`src/rtl/dma3d_pkg.sv`:
```
package dma3d_pkg;

   // Field selector codes for the programming port.
   typedef enum logic [3:0] {
      FLD_SRC_BASE  = 4'd0,
      FLD_DST_BASE  = 4'd1,
      FLD_ACNT      = 4'd2,
      FLD_BCNT      = 4'd3,
      FLD_CCNT      = 4'd4,
      FLD_SRC_BSTEP = 4'd5,
      FLD_DST_BSTEP = 4'd6,
      FLD_SRC_CSTEP = 4'd7,
      FLD_DST_CSTEP = 4'd8,
      FLD_OPTS      = 4'd9
   } fld_e;

   // Option flag positions; the same positions are used in cfg_data and in
   // the compact stored option vector (slot field is packed above the flags).
   localparam int OPT_AB        = 0;
   localparam int OPT_SRC_HOLD  = 1;
   localparam int OPT_DST_HOLD  = 2;
   localparam int OPT_LINK      = 3;
   localparam int OPT_CHAIN     = 4;
   localparam int OPT_DONE      = 5;
   localparam int OPT_NFLAG     = 6;
   localparam int OPT_SLOT_LSB  = 8;

endpackage

```
`src/rtl/dma3d_pset_store.sv`:
```
module dma3d_pset_store
   import dma3d_pkg::*;
#(
   parameter int AW    = 32,
   parameter int CNTW  = 16,
   parameter int IDXW  = 16,
   parameter int NSLOT = 2,
   parameter int SLW   = 1,
   parameter int TW    = 2,
   parameter int OPTW  = OPT_NFLAG + SLW
) (
   input  logic            clk,
   input  logic            rst_n,
   input  logic            cfg_wr,
   input  logic [TW-1:0]   cfg_tgt,
   input  logic [3:0]      cfg_fld,
   input  logic [31:0]     cfg_data,
   input  logic            reload,
   input  logic [SLW-1:0]  reload_slot,
   output logic [AW-1:0]   act_src_base,
   output logic [AW-1:0]   act_dst_base,
   output logic [CNTW-1:0] act_acnt,
   output logic [CNTW-1:0] act_bcnt,
   output logic [CNTW-1:0] act_ccnt,
   output logic [IDXW-1:0] act_src_bstep,
   output logic [IDXW-1:0] act_dst_bstep,
   output logic [IDXW-1:0] act_src_cstep,
   output logic [IDXW-1:0] act_dst_cstep,
   output logic [OPTW-1:0] act_opt
);

   // Packed layout of one parameter set, LSB upward.
   localparam int L_OPT = 0;
   localparam int L_DCS = L_OPT + OPTW;
   localparam int L_SCS = L_DCS + IDXW;
   localparam int L_DBS = L_SCS + IDXW;
   localparam int L_SBS = L_DBS + IDXW;
   localparam int L_CC  = L_SBS + IDXW;
   localparam int L_BC  = L_CC + CNTW;
   localparam int L_AC  = L_BC + CNTW;
   localparam int L_DB  = L_AC + CNTW;
   localparam int L_SB  = L_DB + AW;
   localparam int SETW  = L_SB + AW;

   function automatic logic [SETW-1:0] apply_wr(
      input logic [SETW-1:0] s,
      input logic [3:0]      f,
      input logic [31:0]     d
   );
      logic [SETW-1:0] r;
      r = s;
      case (f)
         FLD_SRC_BASE:  r[L_SB  +: AW]   = d[AW-1:0];
         FLD_DST_BASE:  r[L_DB  +: AW]   = d[AW-1:0];
         FLD_ACNT:      r[L_AC  +: CNTW] = d[CNTW-1:0];
         FLD_BCNT:      r[L_BC  +: CNTW] = d[CNTW-1:0];
         FLD_CCNT:      r[L_CC  +: CNTW] = d[CNTW-1:0];
         FLD_SRC_BSTEP: r[L_SBS +: IDXW] = d[IDXW-1:0];
         FLD_DST_BSTEP: r[L_DBS +: IDXW] = d[IDXW-1:0];
         FLD_SRC_CSTEP: r[L_SCS +: IDXW] = d[IDXW-1:0];
         FLD_DST_CSTEP: r[L_DCS +: IDXW] = d[IDXW-1:0];
         FLD_OPTS:      r[L_OPT +: OPTW] = {d[OPT_SLOT_LSB +: SLW], d[OPT_NFLAG-1:0]};
         default:       r = s;
      endcase
      return r;
   endfunction

   logic [SETW-1:0] slot_v [NSLOT];
   logic [SETW-1:0] act_q;
   logic [SETW-1:0] link_src;

   // One register bank per link slot.
   for (genvar g = 0; g < NSLOT; g++) begin : g_slot
      logic [SETW-1:0] slot_q;
      always_ff @(posedge clk or negedge rst_n) begin
         if (!rst_n)
            slot_q <= '0;
         else if (cfg_wr && (cfg_tgt == TW'(g + 1)))
            slot_q <= apply_wr(slot_q, cfg_fld, cfg_data);
      end
      assign slot_v[g] = slot_q;
   end

   always_comb begin
      link_src = slot_v[0];
      for (int i = 1; i < NSLOT; i++)
         if (reload_slot == SLW'(i)) link_src = slot_v[i];
   end

   // Active set: a reload takes precedence over a concurrent field write.
   always_ff @(posedge clk or negedge rst_n) begin
      if (!rst_n)
         act_q <= '0;
      else if (reload)
         act_q <= link_src;
      else if (cfg_wr && (cfg_tgt == '0))
         act_q <= apply_wr(act_q, cfg_fld, cfg_data);
   end

   assign act_src_base  = act_q[L_SB  +: AW];
   assign act_dst_base  = act_q[L_DB  +: AW];
   assign act_acnt      = act_q[L_AC  +: CNTW];
   assign act_bcnt      = act_q[L_BC  +: CNTW];
   assign act_ccnt      = act_q[L_CC  +: CNTW];
   assign act_src_bstep = act_q[L_SBS +: IDXW];
   assign act_dst_bstep = act_q[L_DBS +: IDXW];
   assign act_src_cstep = act_q[L_SCS +: IDXW];
   assign act_dst_cstep = act_q[L_DCS +: IDXW];
   assign act_opt       = act_q[L_OPT +: OPTW];

endmodule

```
`src/rtl/dma3d_walker.sv`:
```
module dma3d_walker #(
   parameter int CNTW = 16
) (
   input  logic            clk,
   input  logic            rst_n,
   input  logic            ev,
   input  logic            sync_ab,
   input  logic [CNTW-1:0] bcnt,
   input  logic [CNTW-1:0] ccnt,
   input  logic            arm,
   input  logic            pos_clr,
   input  logic            link_ok,
   output logic            issue,
   output logic [CNTW-1:0] b_pos,
   output logic [CNTW-1:0] c_pos,
   output logic            lif,
   output logic            last_xfer,
   output logic            armed,
   output logic            null_evt
);

   logic            busy_q;
   logic            armed_q;
   logic [CNTW-1:0] b_q;
   logic [CNTW-1:0] c_q;
   logic            start;

   // A new event is only taken between frames; during a frame walk it is dropped.
   assign start     = ev && armed_q && !busy_q;
   assign issue     = start || busy_q;
   assign lif       = (b_q == bcnt - CNTW'(1));
   assign last_xfer = issue && lif && (c_q == ccnt - CNTW'(1));
   assign null_evt  = ev && !armed_q && !busy_q;
   assign b_pos     = b_q;
   assign c_pos     = c_q;
   assign armed     = armed_q;

   always_ff @(posedge clk or negedge rst_n) begin
      if (!rst_n) begin
         busy_q <= 1'b0;
         b_q    <= '0;
         c_q    <= '0;
      end else if (pos_clr || last_xfer) begin
         busy_q <= 1'b0;
         b_q    <= '0;
         c_q    <= '0;
      end else if (issue) begin
         if (lif) begin
            b_q    <= '0;
            c_q    <= c_q + CNTW'(1);
            busy_q <= 1'b0;
         end else begin
            b_q    <= b_q + CNTW'(1);
            busy_q <= sync_ab;
         end
      end
   end

   always_ff @(posedge clk or negedge rst_n) begin
      if (!rst_n)
         armed_q <= 1'b0;
      else if (arm)
         armed_q <= 1'b1;
      else if (last_xfer && !link_ok)
         armed_q <= 1'b0;
   end

endmodule

```
`src/rtl/dma3d_addr_gen.sv`:
```
module dma3d_addr_gen #(
   parameter int AW      = 32,
   parameter int CNTW    = 16,
   parameter int IDXW    = 16,
   parameter bit USE_MUL = 1'b0
) (
   input  logic            clk,
   input  logic            rst_n,
   input  logic [AW-1:0]   base,
   input  logic [IDXW-1:0] bstep,
   input  logic [IDXW-1:0] cstep,
   input  logic            hold,
   input  logic [CNTW-1:0] b_pos,
   input  logic [CNTW-1:0] c_pos,
   input  logic            clr,
   input  logic            adv,
   input  logic            lif,
   output logic [AW-1:0]   addr
);

   logic [AW-1:0] bstep_x;
   logic [AW-1:0] cstep_x;
   logic [AW-1:0] off;

   // Steps are two's complement; widen by sign extension so modular adds work.
   assign bstep_x = {{(AW-IDXW){bstep[IDXW-1]}}, bstep};
   assign cstep_x = {{(AW-IDXW){cstep[IDXW-1]}}, cstep};

   if (USE_MUL) begin : g_mul
      // Offset computed directly from the position counters.
      logic [AW-1:0] b_x;
      logic [AW-1:0] c_x;
      logic          unused_mul;
      assign b_x = AW'(b_pos);
      assign c_x = AW'(c_pos);
      assign off = (b_x * bstep_x) + (c_x * cstep_x);
      assign unused_mul = ^{clk, rst_n, clr, adv, lif};
   end else begin : g_acc
      // Running offsets: array start and frame start, adder only.
      logic [AW-1:0] arr_q;
      logic [AW-1:0] frm_q;
      logic          unused_acc;
      always_ff @(posedge clk or negedge rst_n) begin
         if (!rst_n) begin
            arr_q <= '0;
            frm_q <= '0;
         end else if (clr) begin
            arr_q <= '0;
            frm_q <= '0;
         end else if (adv) begin
            if (lif) begin
               frm_q <= frm_q + cstep_x;
               arr_q <= frm_q + cstep_x;
            end else begin
               arr_q <= arr_q + bstep_x;
            end
         end
      end
      assign off = arr_q;
      assign unused_acc = ^{b_pos, c_pos};
   end

   assign addr = hold ? base : base + off;

endmodule

```
`src/rtl/dma3d_seq.sv`:
```
module dma3d_seq
   import dma3d_pkg::*;
#(
   parameter int  AW      = 32,
   parameter int  CNTW    = 16,
   parameter int  IDXW    = 16,
   parameter int  NSLOT   = 2,
   parameter bit  USE_MUL = 1'b0,
   localparam int SLW     = (NSLOT > 1) ? $clog2(NSLOT) : 1,
   localparam int TW      = $clog2(NSLOT + 1)
) (
   input  logic            clk,
   input  logic            rst_n,
   input  logic            cfg_wr,
   input  logic [TW-1:0]   cfg_tgt,
   input  logic [3:0]      cfg_fld,
   input  logic [31:0]     cfg_data,
   input  logic            ev,
   output logic            cmd_valid,
   output logic [AW-1:0]   cmd_src,
   output logic [AW-1:0]   cmd_dst,
   output logic [CNTW-1:0] cmd_len,
   output logic            cmd_last,
   output logic            done_irq,
   output logic            chain_trig,
   output logic            null_err,
   output logic            seq_armed
);

   localparam int OPTW = OPT_NFLAG + SLW;

   if (AW > 32 || AW < IDXW || AW < CNTW) begin : g_bad_aw
      $error("dma3d_seq: AW must be <= 32 and >= IDXW and CNTW");
   end
   if (NSLOT < 1 || OPT_SLOT_LSB + SLW > 32) begin : g_bad_slot
      $error("dma3d_seq: link slot count out of range");
   end

   logic [AW-1:0]   src_base, dst_base, src_addr, dst_addr;
   logic [CNTW-1:0] acnt, bcnt, ccnt, b_pos, c_pos;
   logic [IDXW-1:0] sbs, dbs, scs, dcs;
   logic [OPTW-1:0] opt;
   logic [SLW-1:0]  link_slot;
   logic            act_wr, arm, link_ok, reload, pos_rst;
   logic            issue, lif, last_xfer, armed, null_evt;

   assign act_wr    = cfg_wr && (cfg_tgt == '0);
   assign arm       = act_wr && (cfg_fld == FLD_OPTS);
   assign link_slot = opt[OPT_NFLAG +: SLW];

   if ((1 << SLW) == NSLOT) begin : g_link_full
      assign link_ok = opt[OPT_LINK];
   end else begin : g_link_range
      assign link_ok = opt[OPT_LINK] && (32'(link_slot) < NSLOT);
   end

   assign reload  = last_xfer && link_ok;
   assign pos_rst = act_wr || last_xfer;

   dma3d_pset_store #(
      .AW(AW), .CNTW(CNTW), .IDXW(IDXW), .NSLOT(NSLOT), .SLW(SLW), .TW(TW)
   ) u_store (
      .clk           (clk),
      .rst_n         (rst_n),
      .cfg_wr        (cfg_wr),
      .cfg_tgt       (cfg_tgt),
      .cfg_fld       (cfg_fld),
      .cfg_data      (cfg_data),
      .reload        (reload),
      .reload_slot   (link_slot),
      .act_src_base  (src_base),
      .act_dst_base  (dst_base),
      .act_acnt      (acnt),
      .act_bcnt      (bcnt),
      .act_ccnt      (ccnt),
      .act_src_bstep (sbs),
      .act_dst_bstep (dbs),
      .act_src_cstep (scs),
      .act_dst_cstep (dcs),
      .act_opt       (opt)
   );

   dma3d_walker #(.CNTW(CNTW)) u_walk (
      .clk       (clk),
      .rst_n     (rst_n),
      .ev        (ev),
      .sync_ab   (opt[OPT_AB]),
      .bcnt      (bcnt),
      .ccnt      (ccnt),
      .arm       (arm),
      .pos_clr   (act_wr),
      .link_ok   (link_ok),
      .issue     (issue),
      .b_pos     (b_pos),
      .c_pos     (c_pos),
      .lif       (lif),
      .last_xfer (last_xfer),
      .armed     (armed),
      .null_evt  (null_evt)
   );

   dma3d_addr_gen #(.AW(AW), .CNTW(CNTW), .IDXW(IDXW), .USE_MUL(USE_MUL)) u_src (
      .clk   (clk),
      .rst_n (rst_n),
      .base  (src_base),
      .bstep (sbs),
      .cstep (scs),
      .hold  (opt[OPT_SRC_HOLD]),
      .b_pos (b_pos),
      .c_pos (c_pos),
      .clr   (pos_rst),
      .adv   (issue),
      .lif   (lif),
      .addr  (src_addr)
   );

   dma3d_addr_gen #(.AW(AW), .CNTW(CNTW), .IDXW(IDXW), .USE_MUL(USE_MUL)) u_dst (
      .clk   (clk),
      .rst_n (rst_n),
      .base  (dst_base),
      .bstep (dbs),
      .cstep (dcs),
      .hold  (opt[OPT_DST_HOLD]),
      .b_pos (b_pos),
      .c_pos (c_pos),
      .clr   (pos_rst),
      .adv   (issue),
      .lif   (lif),
      .addr  (dst_addr)
   );

   // Command and status registers.
   always_ff @(posedge clk or negedge rst_n) begin
      if (!rst_n) begin
         cmd_valid  <= 1'b0;
         cmd_src    <= '0;
         cmd_dst    <= '0;
         cmd_len    <= '0;
         cmd_last   <= 1'b0;
         done_irq   <= 1'b0;
         chain_trig <= 1'b0;
         null_err   <= 1'b0;
      end else begin
         cmd_valid  <= issue;
         cmd_last   <= last_xfer;
         done_irq   <= last_xfer && opt[OPT_DONE];
         chain_trig <= last_xfer && opt[OPT_CHAIN];
         null_err   <= null_evt;
         if (issue) begin
            cmd_src <= src_addr;
            cmd_dst <= dst_addr;
            cmd_len <= acnt;
         end
      end
   end

   assign seq_armed = armed;

endmodule

```
`config.mk`:
```
export PLATFORM = sky130hd
export DESIGN_NAME = dma3d_seq
export DESIGN_NICKNAME = d
export VERILOG_FILES = /design/src/rtl/dma3d_pkg.sv /design/src/rtl/dma3d_pset_store.sv /design/src/rtl/dma3d_walker.sv /design/src/rtl/dma3d_addr_gen.sv /design/src/rtl/dma3d_seq.sv
export SDC_FILE = /design/constraint.sdc
export NUM_CORES = 2
export LEC_CHECK = 0
export BUFFER_PORTS_ARGS = -buffer_cell sky130_fd_sc_hd__buf_2
export CAP_MARGIN = 20
export CORE_ASPECT_RATIO = 0.5
export CORE_MARGIN = 2
export CORE_UTILIZATION = 38
export CTS_CLUSTER_SIZE = 24
export DETAILED_ROUTE_END_ITERATION = 7
export PLACE_DENSITY = 0.64
export SYNTH_ARGS = -nofsm -noshare
export SYNTH_HDL_FRONTEND = slang
export SYNTH_HIERARCHICAL = 1
export SYNTH_SLANG_ARGS = --single-unit
```
`constraint.sdc`:
```
create_clock -name clk -period 5.4 [get_ports clk]
set_clock_uncertainty 0.2 [all_clocks]
set_input_delay 0.54 -clock clk [delete_from_list [all_inputs] [get_ports clk]]
set_output_delay 0.54 -clock clk [all_outputs]
set_load 0.01 [all_outputs]
```
==> results.py <==
metrics = {
    "logic_synthesis": {
        "ys_async_sr_fraction_pct": 100,
        "yosys.cell_count.top_type": "dfrtp_1",
        "synthFlopType": "dfrtp_1",
        "syn_inst": 4277,
        "ys_ff_latch": 796,
        "ys_top_cells_by_count": "796 x dfrtp_1, 349 x a21oi_1, 327 x o21ai_0",
        "post-synth-top-area-cell": "dfrtp_1",
        "yosys-top-cells-area": "dfrtp_1 43%, mux2_4 5.8%, mux2_2 5.7%, ha_1 5.1%, mux2i_1 4.0%",
        "synth_area_um2": 46300,
        "syn_avg_cell_area_um2": 10.8,
        "ys_types": 118,
        "synth_edf_count": 0,
        "synth-seq-area-share_pct": 43.0,
        "yosys_warnings": 6,
        "synth_fp_nets": 4515,
        "synthDominantCellAreaShare_pct": 43.0,
    },
    "floorplanning": {
        "die_w_um": 498,
        "die_y_um": 251,
        "die-area_um2": 125000,
        "start_util_pct": 38.3,
        "num_io_pins": 128,
        "coreArea_um2": 121000,
        "fp-row-count": 90,
    },
    "global_route": {
        "grt_pass1_wl_mm": 208,
        "antenna_found_initial": 4,
        "grt_max_degree": 131,
        "overflow": 0,
        "grt_pass1_vias": 34300,
        "grt.total_usage_pct": 21.2,
    },
    "clocking": {
        "clk_pin_slew_ns": 0.06,
        "cts_max_path_buffers": 3,
        "cts_root_buf": "clkbuf_16",
        "clkLatencyLatePin_ns": 0.68,
        "cts_buffers": 81,
        "cts.repair.resized": 0,
        "h-tree-depth": 3,
        "cts_sinks": 796,
        "cts_tree": "built",
    },
    "pwr": {
        "p_clk_share_pct": 30.3,
        "p_leak_nw": 23.7,
        "ir_worst_vdd_uv": 243,
        "seqPwrFrac_pct": 39.7,
        "fin_total_pwr_w": 0.0201,
        "p_sw_w": 0.00684,
        "switching_share_pct": 34.0,
        "p_comb_share_pct": 30.0,
        "power_density_nw_per_um2": 392,
        "internal_power_w": 0.0133,
    },
    "setup_path": {
        "worstSetupEndpointType": "flip-flop",
        "critical_path_class": "reg2reg",
        "worstPathMaxFanout": 11,
        "critPathArrivalTime_ns": 5.28,
        "crit_required_ns": 5.80,
        "cp-start-kind": "flip-flop",
    },
    "sta": {
        "grt_setup_unrepaired": "no",
        "drv_slew": 0,
        "fmax_mhz": 205,
        "whs_ns": 0.0367,
        "fin_crit_ns": 4.89,
        "final_hold_viol_count": 0,
        "slew_headroom_pct": 24.4,
        "worstMarginPinSlew_ns": 1.13,
        "period_share_pct": 90.5,
        "tns_ns": 0,
        "setup_viol": 0,
    },
    "outcome": {
        "outcome": "finished clean",
    },
    "detailed_routing": {
        "wirelength_mm": 136,
        "post_drt_via_cell_ratio": 5.90,
        "dr.first_iter.drc_count": 3790,
        "num_vias": 35224,
        "routedWlPerCell_um": 22.7,
        "dr.pass1.iters": 6,
        "route.detailed.drc": 0,
        "ant_nets": 0,
    },
    "placed_design": {
        "dp_cells": 5803,
        "place.port_buffers": 127,
        "place.gp.congestion": 0.924,
        "hpwl_mm": 90.7,
    },
    "final_layout": {
        "final_nets": 4532,
        "drive_above_1_share_pct": 19.7,
        "area_growth_syn_to_layout_pct": 10.7,
        "layout.cells.non_filler": 5975,
        "final_util_pct": 42.4,
    },
    "min_path": {
        "hp-class": "in2reg",
    },
    "job": {
        "max_cap_viol_count": 0,
    },
}
==> through the flow <==
step	area (um^2)	worst slack [ns]
after detailed placement	48200	0.507
after CTS	51200	0.449
final	51200	0.515
after floorplan	46300	1.07
after global placement	48200	0.496
after global routing	51200	0.178
==> final timing paths <==
check	start	end	slack [ns]	depth (start not counted)
max	u_store/act_q[71]	u_src/g_acc.arr_q[23]	0.51	16
min	cfg_data[30]	u_store/g_slot[0].slot_q[149]	0.04	2
max reg2reg	u_store/act_q[71]	u_src/g_acc.arr_q[23]	0.51	16
min reg2reg	u_store/g_slot[0].slot_q[147]	u_store/g_slot[0].slot_q[147]	0.28	1
max in group asynchronous	rst_n	cmd_src[17]	3.48	3
min in group asynchronous	rst_n	u_store/g_slot[1].slot_q[89]	0.26	2
==> registers in the layout (all words and copies together) (netlist names), 16 cells and up <==
signal / count
u_dst/g_acc.arr_q: 32
cmd_src: 32
u_src/g_acc.frm_q: 32
u_store/act_q: 183
u_src/g_acc.arr_q: 32
cmd_len: 16
u_store/g_slot.slot_q: 366
u_walk/c_pos: 16
u_walk/b_pos: 16
cmd_dst: 32
u_dst/g_acc.frm_q: 32
==> logic make-up after synthesis <==
| kind of cell | after synthesis | synth area share (%) |
|---|---|---|
| and+or+nand+nor | 795 | 9.35 |
| muxes | 640 | 16.5 |
| adders and majority gates | 196 | 5.40 |
| buffers and inverters | 348 | 3.94 |
| xor gates and xnor gates | 206 | 3.93 |
| DFF | 796 | 43.0 |
| AOI/OAI and AO/OA | 1296 | 17.8 |
==> cells in the final DEF, fill, tap and decap left out, drive strengths merged, types with 35 or more instances in the layout <==
cell	count
nand2	268
nor2	175
nor3	38
mux2	454
xor2	85
xnor2	120
a21oi	353
o21ai	353
a22oi	178
dfrtp	796
mux2i	186
a31oi	53
buf	196
nand3	59
a211oi	49
a21o	91
inv	72
nor2b	35
clkbuf	109
ha	190
==> layout make-up <==
class	instances	area, um^2
Fill cell	11292	69500
Multi-Input combinational cell	3133	24700
Sequential cell	796	19900
Clock buffer	109	2350
Tap cell	1610	2010
Timing Repair Buffer	212	1460
Clock inverter	39	513
Inverter	70	270
Antenna cell	6	15.0
==> layer usage <==
layer,vias up,share of wire [%],GRT usage (%)
met4,0,2.4,6.08
met3,200,6.7,4.08
met2,1179,45,32.9
met1,18037,46,30.1
li1,15808,-,-
met5,-,0,0
==> what timing repair did <==
item / 4_1_cts / 5_1_grt
hold buffers: 16 / 0
hold endpoints to repair: 141 / 0
buffers inserted: 0 / 0
==> power groups by stage <==
stage	Sequential (W)	Clock, W	Combinational (W)
floorplan	0.00772	0	0.00429
global placement	0.00801	0	0.00579
detailed placement	0.00805	0	0.00593
CTS	0.00796	0.00622	0.00598
global route	0.00809	0.00648	0.00657
finish	0.00798	0.00610	0.00602
==> critical path, cell delays in order (launching register included) <==
cell and delay, ns:
dfrtp_1 0.43, inv_1 0.08, ha_1 0.20, or4b_2 0.66
nor4b_1 0.31, buf_4 0.18, mux2i_1 0.18, mux2i_1 0.09
a22oi_1 0.43, nor4_1 0.12, buf_4 0.19, or2_2 0.42
buf_4 0.20, nor2_1 0.62, buf_4 0.27, a22oi_1 0.09
nand2_1 0.11
No activity file was read; power rests on OpenSTA's default activity.
